==> config.mk <==
export PLATFORM = sky130hd
export DESIGN_NAME = rid_insert_unit
export DESIGN_NICKNAME = d
export VERILOG_FILES = /design/src/rtl/rid_pkg.sv /design/src/rtl/rid_map.sv /design/src/rtl/rid_stage.sv /design/src/rtl/rid_insert_unit.sv
export SDC_FILE = /design/constraint.sdc
export NUM_CORES = 1
export LEC_CHECK = 0
export BUFFER_PORTS_ARGS = -buffer_cell sky130_fd_sc_hd__buf_2
export CORE_AREA = 2 2 115 117
export CTS_BUF_LIST = sky130_fd_sc_hd__clkbuf_2 sky130_fd_sc_hd__clkbuf_4 sky130_fd_sc_hd__clkbuf_8
export DETAILED_ROUTE_END_ITERATION = 10
export DIE_AREA = 0 0 117 119
export GPL_TIMING_DRIVEN = 1
export HOLD_SLACK_MARGIN = 0.03
export PLACE_DENSITY = 0.83
export SLEW_MARGIN = 0
export SYNTH_ARGS = -nofsm -noshare
export SYNTH_HDL_FRONTEND = slang
export SYNTH_SLANG_ARGS = --single-unit
==> constraint.sdc <==
create_clock -name clk -period 9.3 [get_ports clk]
set_input_delay 1.86 -clock clk [delete_from_list [all_inputs] [get_ports clk]]
set_output_delay 1.86 -clock clk [all_outputs]
set_load 0.005 [all_outputs]
==> src/rtl/rid_pkg.sv <==
package rid_pkg;
  localparam int CW = 12;  // wide enough for 8 PFs + 2048 VFs
  localparam int MAXPF = 8;

  // Prefix sum: start of each PF's VF block in the packed function map.
  function automatic logic [MAXPF*CW-1:0] base_table(input logic [MAXPF*CW-1:0] cnt,
                                                     input int npf);
    logic [MAXPF*CW-1:0] t;
    logic [CW-1:0]       run;
    t   = '0;
    run = CW'(npf);
    for (int k = 0; k < MAXPF; k++) begin
      t[k*CW +: CW] = run;
      run = run + cnt[k*CW +: CW];
    end
    return t;
  endfunction

  function automatic logic [CW-1:0] total_vfs(input logic [MAXPF*CW-1:0] cnt);
    logic [CW-1:0] s;
    s = '0;
    for (int k = 0; k < MAXPF; k++) s = s + cnt[k*CW +: CW];
    return s;
  endfunction

  // ARI-style ID: overflow of the linear number above 255 carries into bus.
  function automatic logic [15:0] make_rid(input logic [7:0] bus, input logic [CW-1:0] lin);
    return {bus + 8'(lin >> 8), lin[7:0]};
  endfunction
endpackage

==> src/rtl/rid_map.sv <==
module rid_map
  import rid_pkg::*;
#(
  parameter int NUM_PF = 4,
  parameter logic [MAXPF*CW-1:0] VF_COUNTS = {12'd0, 12'd0, 12'd0, 12'd0,
                                              12'd0, 12'd3, 12'd200, 12'd100}
) (
  input  logic        clk,
  input  logic        rst_n,
  input  logic        sample,
  input  logic [7:0]  bus,
  input  logic [2:0]  pf,
  input  logic [10:0] vf_idx,
  input  logic        vf_req,
  output logic [15:0] rid,
  output logic        err
);
  localparam logic [MAXPF*CW-1:0] BASES  = base_table(VF_COUNTS, NUM_PF);
  localparam logic [CW-1:0]       NFUNCS = CW'(NUM_PF) + total_vfs(VF_COUNTS);

  logic [CW-1:0] pf_cnt, pf_base, lin;
  logic          vf_use;

  assign pf_cnt  = VF_COUNTS[CW*pf +: CW];
  assign pf_base = BASES[CW*pf +: CW];
  assign vf_use  = vf_req && ({1'b0, vf_idx} < pf_cnt);
  assign lin     = vf_use ? pf_base + {1'b0, vf_idx} : CW'(pf);
  assign err     = vf_req && !vf_use;
  assign rid     = make_rid(bus, lin);

  AST_VF_ABOVE_PFS: assert property (@(posedge clk) disable iff (!rst_n)
    sample && vf_use |-> (lin >= CW'(NUM_PF)) && (lin < NFUNCS));
  AST_ERR_IS_PF_ID: assert property (@(posedge clk) disable iff (!rst_n)
    sample && err |-> rid[7:0] == {5'd0, pf});
endmodule

==> src/rtl/rid_stage.sv <==
module rid_stage #(
  parameter int DATA_W = 128
) (
  input  logic              clk,
  input  logic              rst_n,
  input  logic              in_valid,
  output logic              in_ready,
  input  logic              in_sop,
  input  logic              in_eop,
  input  logic [DATA_W-1:0] in_data,
  input  logic              in_err,
  output logic              out_valid,
  input  logic              out_ready,
  output logic              out_sop,
  output logic              out_eop,
  output logic [DATA_W-1:0] out_data,
  output logic              out_err
);
  logic take;
  assign in_ready = !out_valid || out_ready;
  assign take     = in_valid && in_ready;

  always_ff @(posedge clk) begin
    if (!rst_n) begin
      out_valid <= 1'b0;
    end else if (take) begin
      out_valid <= 1'b1;
    end else if (out_ready) begin
      out_valid <= 1'b0;
    end
  end

  always_ff @(posedge clk) begin
    if (take) begin
      out_sop  <= in_sop;
      out_eop  <= in_eop;
      out_data <= in_data;
      out_err  <= in_err;
    end
  end

  AST_EMPTY_READY: assert property (@(posedge clk) disable iff (!rst_n)
    !out_valid |-> in_ready);
  AST_TAKE_SHOWS: assert property (@(posedge clk) disable iff (!rst_n)
    take |=> out_valid);
endmodule

==> src/rtl/rid_insert_unit.sv <==
module rid_insert_unit
  import rid_pkg::*;
#(
  parameter int DATA_W = 128,
  parameter int NUM_PF = 4,
  parameter logic [MAXPF*CW-1:0] VF_COUNTS = {12'd0, 12'd0, 12'd0, 12'd0,
                                              12'd0, 12'd3, 12'd200, 12'd100}
) (
  input  logic              clk,
  input  logic              rst_n,
  input  logic [7:0]        bus_num,
  input  logic              in_valid,
  output logic              in_ready,
  input  logic              in_sop,
  input  logic              in_eop,
  input  logic [DATA_W-1:0] in_data,
  input  logic [2:0]        in_pf,
  input  logic [10:0]       in_vf_idx,
  input  logic              in_vf_req,
  output logic              out_valid,
  input  logic              out_ready,
  output logic              out_sop,
  output logic              out_eop,
  output logic [DATA_W-1:0] out_data,
  output logic              out_err
);
  localparam int RID_LSB = 48;  // upper half of header DW1

  logic [15:0]       rid;
  logic              map_err, hdr_beat;
  logic [DATA_W-1:0] patched;

  assign hdr_beat = in_valid && in_sop;

  rid_map #(.NUM_PF(NUM_PF), .VF_COUNTS(VF_COUNTS)) u_map (
    .clk(clk), .rst_n(rst_n), .sample(hdr_beat), .bus(bus_num),
    .pf(in_pf), .vf_idx(in_vf_idx), .vf_req(in_vf_req),
    .rid(rid), .err(map_err)
  );

  always_comb begin
    patched = in_data;
    if (in_sop) patched[RID_LSB +: 16] = rid;
  end

  rid_stage #(.DATA_W(DATA_W)) u_stage (
    .clk(clk), .rst_n(rst_n),
    .in_valid(in_valid), .in_ready(in_ready),
    .in_sop(in_sop), .in_eop(in_eop), .in_data(patched), .in_err(in_sop && map_err),
    .out_valid(out_valid), .out_ready(out_ready),
    .out_sop(out_sop), .out_eop(out_eop), .out_data(out_data), .out_err(out_err)
  );

  AST_ERR_ON_SOP: assert property (@(posedge clk) disable iff (!rst_n)
    out_valid && out_err |-> out_sop);
  AST_HOLD_STALL: assert property (@(posedge clk) disable iff (!rst_n)
    out_valid && !out_ready |=> out_valid && $stable(out_data) && $stable(out_sop)
                                && $stable(out_eop) && $stable(out_err));
  AST_RESET_IDLE: assert property (@(posedge clk)
    !rst_n |=> !out_valid);
endmodule

==> Word level (Yosys, flattened, before mapping) <==
Index checks and enable logic that the tools add are counted.
{ "classes": {"n_mul": 1, "reduce_logical": 8, "add_sub_neg": 2, "magnitude_cmp": 1, "shift": 2, "n_mux": 4} }
{ "ops": {"columns": ["operator", "n"], "rows": [
  ["$shiftx 96x8->12 const A", 2],
  ["$mux 16", 1],
  ["$add 12x11->12", 1],
  ["$lt 11x12->1", 1],
  ["$mux 12", 1],
  ["$add 8x4->8", 1],
  ["$mul 2x3->5 const A", 1],
  ["$logic_and 1x1->1", 4],
  ["$logic_not 1->1", 2],
  ["$mux 1", 2],
  ["$reduce_bool 2->1", 1],
  ["$logic_or 1x1->1", 1]
]} }
{ "word_totals": {"ff_bits": 132, "elab_cells": 23, "input_bits": 157, "out_inout_bits": 133} }

==> Longest topological paths before layout <==
{ "logic_depth": {"ltp_word": 7, "ltp_mapped": 19, "mapped_depth_nobuf": 19} }

==> Hierarchy <==
Synthesis repeated with hierarchy kept, for this count alone.
{ "hier_totals": {"cells_unflattened": 274, "area_unflattened_um2": 5106.1} }
{ "modules_own_cells": {"columns": ["module", "n_inst", "seq_area_each_um2", "area_per_inst_um2", "cells_per_inst"], "rows": [
  ["rid_stage", 1, 3953.8, 3991.3, 136],
  ["rid_map", 1, 0.0, 858.3, 118],
  ["rid_insert_unit", 1, 0.0, 256.5, 20]
]} }

==> Least setup slack after synthesis <==
OpenSTA, ideal clock, no wires.
{ "synth_path": {"path_kind": "input -> register", "startpoint": "input out_ready", "endpoint": "register u_stage.out_data[0] (enable)", "required_time_ps": 8794, "setup_time_ps": 506, "stages": 2, "arrival_ps": 5029, "path_slack_ps": 3765, "path_cell_list": "nand2b_1 > and2_1"} }
{ "synth_between": {"elab_chain_cells": 2} }
{ "synth_lines": {"columns": ["element", "line", "text"], "rows": [
  ["start, declared", "rid_insert_unit.sv:21", "input logic out_ready,"],
  ["$logic_or 1x1->1", "rid_stage.sv:20", "assign in_ready = !out_valid || out_ready;"],
  ["$logic_and 1x1->1", "rid_stage.sv:21", "assign take = in_valid && in_ready;"],
  ["named net u_stage.take", "rid_stage.sv:19", "logic take;"],
  ["end signal, assigned", "rid_stage.sv:37", "out_data <= in_data;"],
  ["end, declared", "rid_stage.sv:16", "output logic [DATA_W-1:0] out_data,"]
]} }
The timed path passes the listed nets, and every way through them passes these cells.
A chain may end at the register's enable or synchronous reset.

==> Worst setup path in the final report <==
{ "layout_path": {"startpoint": "input in_pf[1]", "endpoint": "register u_stage.out_data[60], data pin"} }
{ "layout_between": {"elab_chain_cells": 7, "word_cells_on_any_way": 9} }
{ "layout_lines": {"columns": ["element", "line", "text"], "rows": [
  ["start, declared", "rid_insert_unit.sv:17", "input logic [2:0] in_pf,"],
  ["$mul 2x3->5 *", "rid_map.sv:24, rid_map.sv:25", null],
  ["$shiftx 96x8->12", "rid_map.sv:24", "assign pf_cnt = VF_COUNTS[CW*pf +: CW];"],
  ["$lt 11x12->1", "rid_map.sv:26", "assign vf_use = vf_req && ({1'b0, vf_idx} < pf_cnt);"],
  ["$logic_and 1x1->1", "rid_map.sv:26", null],
  ["$mux 12 *", "rid_map.sv:27", "assign lin = vf_use ? pf_base + {1'b0, vf_idx} : CW'(pf);"],
  ["$add 8x4->8 *", "rid_pkg.sv:28", "return {bus + 8'(lin >> 8), lin[7:0]};"],
  ["$mux 16 *", "rid_insert_unit.sv:43", "if (in_sop) patched[RID_LSB +: 16] = rid;"],
  ["named net patched[60]", "rid_insert_unit.sv:31", "logic [DATA_W-1:0] patched;"]
]} }
The timed path passes the listed nets; every way through them passes the cells marked *.

==> flow_results.xml <==
<?xml version="1.0" encoding="UTF-8"?>
<metrics>
  <group name="run_status">
    <metric name="run_status" unit="">completed</metric>
  </group>
  <group name="timing">
    <metric name="finClkSkew" unit="ns">0.00973</metric>
    <metric name="final_period_minus_worst_setup_slack" unit="ns">5.25</metric>
    <metric name="setup_viol_count_final" unit="">0</metric>
    <metric name="timing.setup.tns" unit="ns">0</metric>
    <metric name="final-max-slew-violation-count" unit="">0</metric>
    <metric name="rsz0062_at_grt" unit="">no</metric>
    <metric name="fmax" unit="MHz">191</metric>
    <metric name="post-route-worst-setup-slack" unit="ns">4.05</metric>
    <metric name="report.final.hold_viol_count" unit="">0</metric>
    <metric name="max_slew.worst_pin.slew" unit="ns">1.07</metric>
    <metric name="timing.max_slew.rel_slack" unit="%">28.6</metric>
    <metric name="timing.final.crit_share" unit="%">56.4</metric>
  </group>
  <group name="worst_setup_path">
    <metric name="crit_path_start" unit="">in_pf[1]</metric>
    <metric name="cp_top_family" unit="">compound AO/OA/AOI/OAI gates</metric>
    <metric name="crit_chain" unit="">buf_2 -&gt; or3_1 -&gt; ha_1 -&gt; a211oi_1 -&gt; o21ai_1 -&gt; a221oi_4 -&gt; nand2_4 -&gt; a211oi_1 -&gt; a31o_1 -&gt; ha_1 -&gt; inv_1 -&gt; fa_1 -&gt; nor2b_1 -&gt; o21ai_0 -&gt; nand2b_1 -&gt; xor2_1 -&gt; mux2_2</metric>
    <metric name="slowest_delay" unit="ns">0.45</metric>
    <metric name="worstRegToRegCells" unit="">3</metric>
    <metric name="crit-reg2reg-capture" unit="">u_stage.out_data[29]$_DFFE_PP_</metric>
    <metric name="crit_fanout" unit="">10</metric>
    <metric name="ff2ff_setup_slack" unit="ns">6.94</metric>
    <metric name="cp-start-kind" unit="">input port</metric>
    <metric name="end_kind" unit="">register</metric>
    <metric name="worstSetupPathDepth" unit="">17</metric>
    <metric name="arrival" unit="ns">5.42</metric>
    <metric name="critical-path-slowest-cell" unit="">sky130_fd_sc_hd__or3_1</metric>
    <metric name="timing.setup.critical_path_class" unit="">input port to register</metric>
    <metric name="r2r-start" unit="">u_stage.out_valid$_SDFFE_PN0P_</metric>
    <metric name="worst-endpoint-required" unit="ns">9.47</metric>
    <metric name="worst-path-buf-inv" unit="">2</metric>
  </group>
  <group name="final_layout">
    <metric name="fin_nets" unit="">749</metric>
    <metric name="synthToLayoutAreaGrowth" unit="%">41.9</metric>
    <metric name="antenna_cells" unit="">0</metric>
    <metric name="share_of_post_route_cells_with_drive_strength_above_1" unit="%">57.0</metric>
  </group>
  <group name="grt">
    <metric name="vias_in_the_first_global_route" unit="">3382</metric>
    <metric name="grt_pass1_wl" unit="µm">17700</metric>
    <metric name="grtUsageTotal" unit="%">17.5</metric>
    <metric name="grt_max_degree" unit="">87</metric>
    <metric name="globalRouteOverflowTotal" unit="">0</metric>
    <metric name="grt_antenna_before_repair" unit="">1</metric>
  </group>
  <group name="clocking">
    <metric name="worstSkewPairLatency" unit="ns">0.42</metric>
    <metric name="postCtsHoldBufs" unit="">0</metric>
    <metric name="clock_buffer_count_from_cts" unit="">17</metric>
    <metric name="tritoncts" unit="">done</metric>
    <metric name="clk_path_buf_depth" unit="">2</metric>
    <metric name="root_buffer" unit="">sky130_fd_sc_hd__clkbuf_8</metric>
    <metric name="ctsResizeCount" unit="">0</metric>
    <metric name="post-cts-setup-buffers" unit="">0</metric>
    <metric name="cts_max_level" unit="">4</metric>
    <metric name="clkTransAtPathRegs" unit="ns">0.08</metric>
    <metric name="clock-sinks" unit="">132</metric>
  </group>
  <group name="logic_synthesis">
    <metric name="share_of_synthesized_registers_carrying_an_async_set_or_reset" unit="%">0</metric>
    <metric name="post_synth_instance_area" unit="mm²">0.00495</metric>
    <metric name="synth_enable_flop_cells" unit="">131</metric>
    <metric name="synth_ff_type" unit="">sky130_fd_sc_hd__edfxtp_1</metric>
    <metric name="synthesis.instances" unit="">265</metric>
    <metric name="avgSynthCellArea" unit="µm²">18.7</metric>
    <metric name="ys_seq_area_share" unit="%">79.8</metric>
    <metric name="yosys_warnings" unit="">0</metric>
    <metric name="ys_types" unit="">45</metric>
    <metric name="ys_seq_elements" unit="">132</metric>
  </group>
  <group name="die">
    <metric name="die_area" unit="mm²">0.0139</metric>
    <metric name="die_y" unit="µm">119</metric>
    <metric name="core" unit="mm²">0.0129</metric>
    <metric name="floorplan.io_pins" unit="">290</metric>
    <metric name="initial_utilization" unit="%">38.5</metric>
    <metric name="row_count" unit="">42</metric>
    <metric name="die_w" unit="µm">117</metric>
  </group>
  <group name="placed_design">
    <metric name="place_hpwl" unit="µm">9730</metric>
    <metric name="final_wtd_congestion" unit="">0.855</metric>
    <metric name="place.port_buffers" unit="">289</metric>
    <metric name="pre_cts_ws" unit="ns">3.61</metric>
  </group>
  <group name="drt">
    <metric name="drt_first_iter_violations" unit="">209</metric>
    <metric name="detail_route.wirelength" unit="µm">12500</metric>
    <metric name="firstDrtPassIters" unit="">4</metric>
    <metric name="via_count" unit="">3436</metric>
    <metric name="ant_nets" unit="">0</metric>
    <metric name="post-route-drc-count" unit="">0</metric>
    <metric name="viasPerCell" unit="">4.51</metric>
    <metric name="routed_wire_length_per_instance" unit="µm">16.4</metric>
  </group>
  <group name="hold_path">
    <metric name="timing.hold.worst_path_depth" unit="">2</metric>
    <metric name="hold_path_startpoint" unit="">u_stage.out_valid$_SDFFE_PN0P_</metric>
    <metric name="worstHoldEndpoint" unit="">u_stage.out_valid$_SDFFE_PN0P_</metric>
    <metric name="hold_path_class" unit="">register to register</metric>
  </group>
  <group name="power">
    <metric name="vdd_ir_drop_max" unit="mV">0.0763</metric>
    <metric name="cellPowerDensity" unit="mW/mm²">188</metric>
    <metric name="static-leakage-power" unit="nW">3.09</metric>
  </group>
  <group name="flow_run">
    <metric name="maxCapViolCount" unit="">0</metric>
  </group>
</metrics>
[worst max path at each step]
stage	end	slack, ns
global route	u_stage.out_data[62]$_DFFE_PP_	3.83
detailed placement	u_stage.out_data[60]$_DFFE_PP_	3.61
floorplan	u_stage.out_data[0]$_DFFE_PP_	3.77
CTS	u_stage.out_data[60]$_DFFE_PP_	4.08
finish	u_stage.out_data[60]$_DFFE_PP_	4.05
global placement	u_stage.out_data[62]$_DFFE_PP_	3.73
[cell usage in the layout, fill, tap and decap left out, types with 6 or more instances in the layout]
cell type                  instances
sky130_fd_sc_hd__clkbuf_8         17
sky130_fd_sc_hd__nor2_1           12
sky130_fd_sc_hd__inv_1            10
sky130_fd_sc_hd__xor2_1            9
sky130_fd_sc_hd__o21ai_0           6
sky130_fd_sc_hd__buf_2           289
sky130_fd_sc_hd__edfxtp_1        131
sky130_fd_sc_hd__a21oi_1           7
sky130_fd_sc_hd__nand2_1          11
sky130_fd_sc_hd__ha_1             17
[sequential cells by signal, summed over array words and instances, names as in the netlist]
signal             count
u_stage.out_err        1
u_stage.out_eop        1
u_stage.out_data     128
u_stage.out_valid      1
u_stage.out_sop        1
[logic make-up (layout without fill, tap and decap cells)]
kind of cell | Yosys count | count (layout) | synth area share, %
flip-flops | 132 | 132 | 79.8
AND/OR/NAND/NOR | 44 | 44 | 4.80
AO/OA/AOI/OAI | 35 | 35 | 5.20
adder cells (fa/ha/maj) | 21 | 21 | 5.53
XOR/XNOR | 13 | 13 | 2.30
buffers and inverters | 13 | 333 | 0.985
multiplexers | 6 | 6 | 1.31
other | 1 | 2 | 0.0757
[worst reg2reg max path, stage by stage (launching register included)]
cell,delay [ns]
sky130_fd_sc_hd__dfxtp_1,0.32
sky130_fd_sc_hd__nand2b_1,0.11
sky130_fd_sc_hd__and2_4,0.54
sky130_fd_sc_hd__buf_4,0.94
[through the flow]
stage / instance area, µm² / std cells / hold WS [ns] / power (mW) / utilization [%]
after floorplan: 4960 / 266 / 0.537 / 0.774 / -
after global placement: 6630 / 730 / 0.522 / 0.852 / 51.5
after detailed placement: 6630 / 730 / 0.543 / 0.856 / 51.5
after CTS: 7030 / 762 / 0.556 / 1.34 / 54.6
after global routing: 7030 / 762 / 0.598 / 1.38 / 54.6
final: 7030 / 762 / 0.559 / 1.32 / 54.6
[cell type report]
cell class                 count  area, µm²
multi-input combinational    121        958
timing repair buffer         290       1450
tap                          176        220
sequential                   132       3950
clock inverter                15        170
clock buffer                  17        234
fill                        1080       5840
inverter                      11       41.3
[power breakdown]
group | switching, mW | internal, mW
combinational | 0.0704 | 0.0649
sequential | 0.00853 | 0.698
clock | 0.235 | 0.246
total | 0.313 | 1.01
[cells in the mapped netlist, types with 4 or more instances]
library cell	count	area, µm²
sky130_fd_sc_hd__o2bb2ai_1	4	35.0
sky130_fd_sc_hd__nor2_1	12	45.0
sky130_fd_sc_hd__mux2_2	4	45.0
sky130_fd_sc_hd__inv_1	10	37.5
sky130_fd_sc_hd__a21oi_1	7	35.0
sky130_fd_sc_hd__ha_1	17	213
sky130_fd_sc_hd__o21ai_0	6	30.0
sky130_fd_sc_hd__a21o_1	5	37.5
sky130_fd_sc_hd__edfxtp_1	131	3930
sky130_fd_sc_hd__xnor2_1	4	35.0
sky130_fd_sc_hd__xor2_1	9	78.8
sky130_fd_sc_hd__nand2_1	11	41.3
[layer usage]
layer | track usage [%] | vias up | share of wire [%]
li1 | - | 1640 | -
met1 | 19.3 | 1617 | 38
met2 | 30.1 | 160 | 53
met3 | 6.41 | 17 | 7.2
met4 | 6.91 | 2 | 1.7
met5 | 0 | - | 0.10
(Power assumes the default switching activity.)
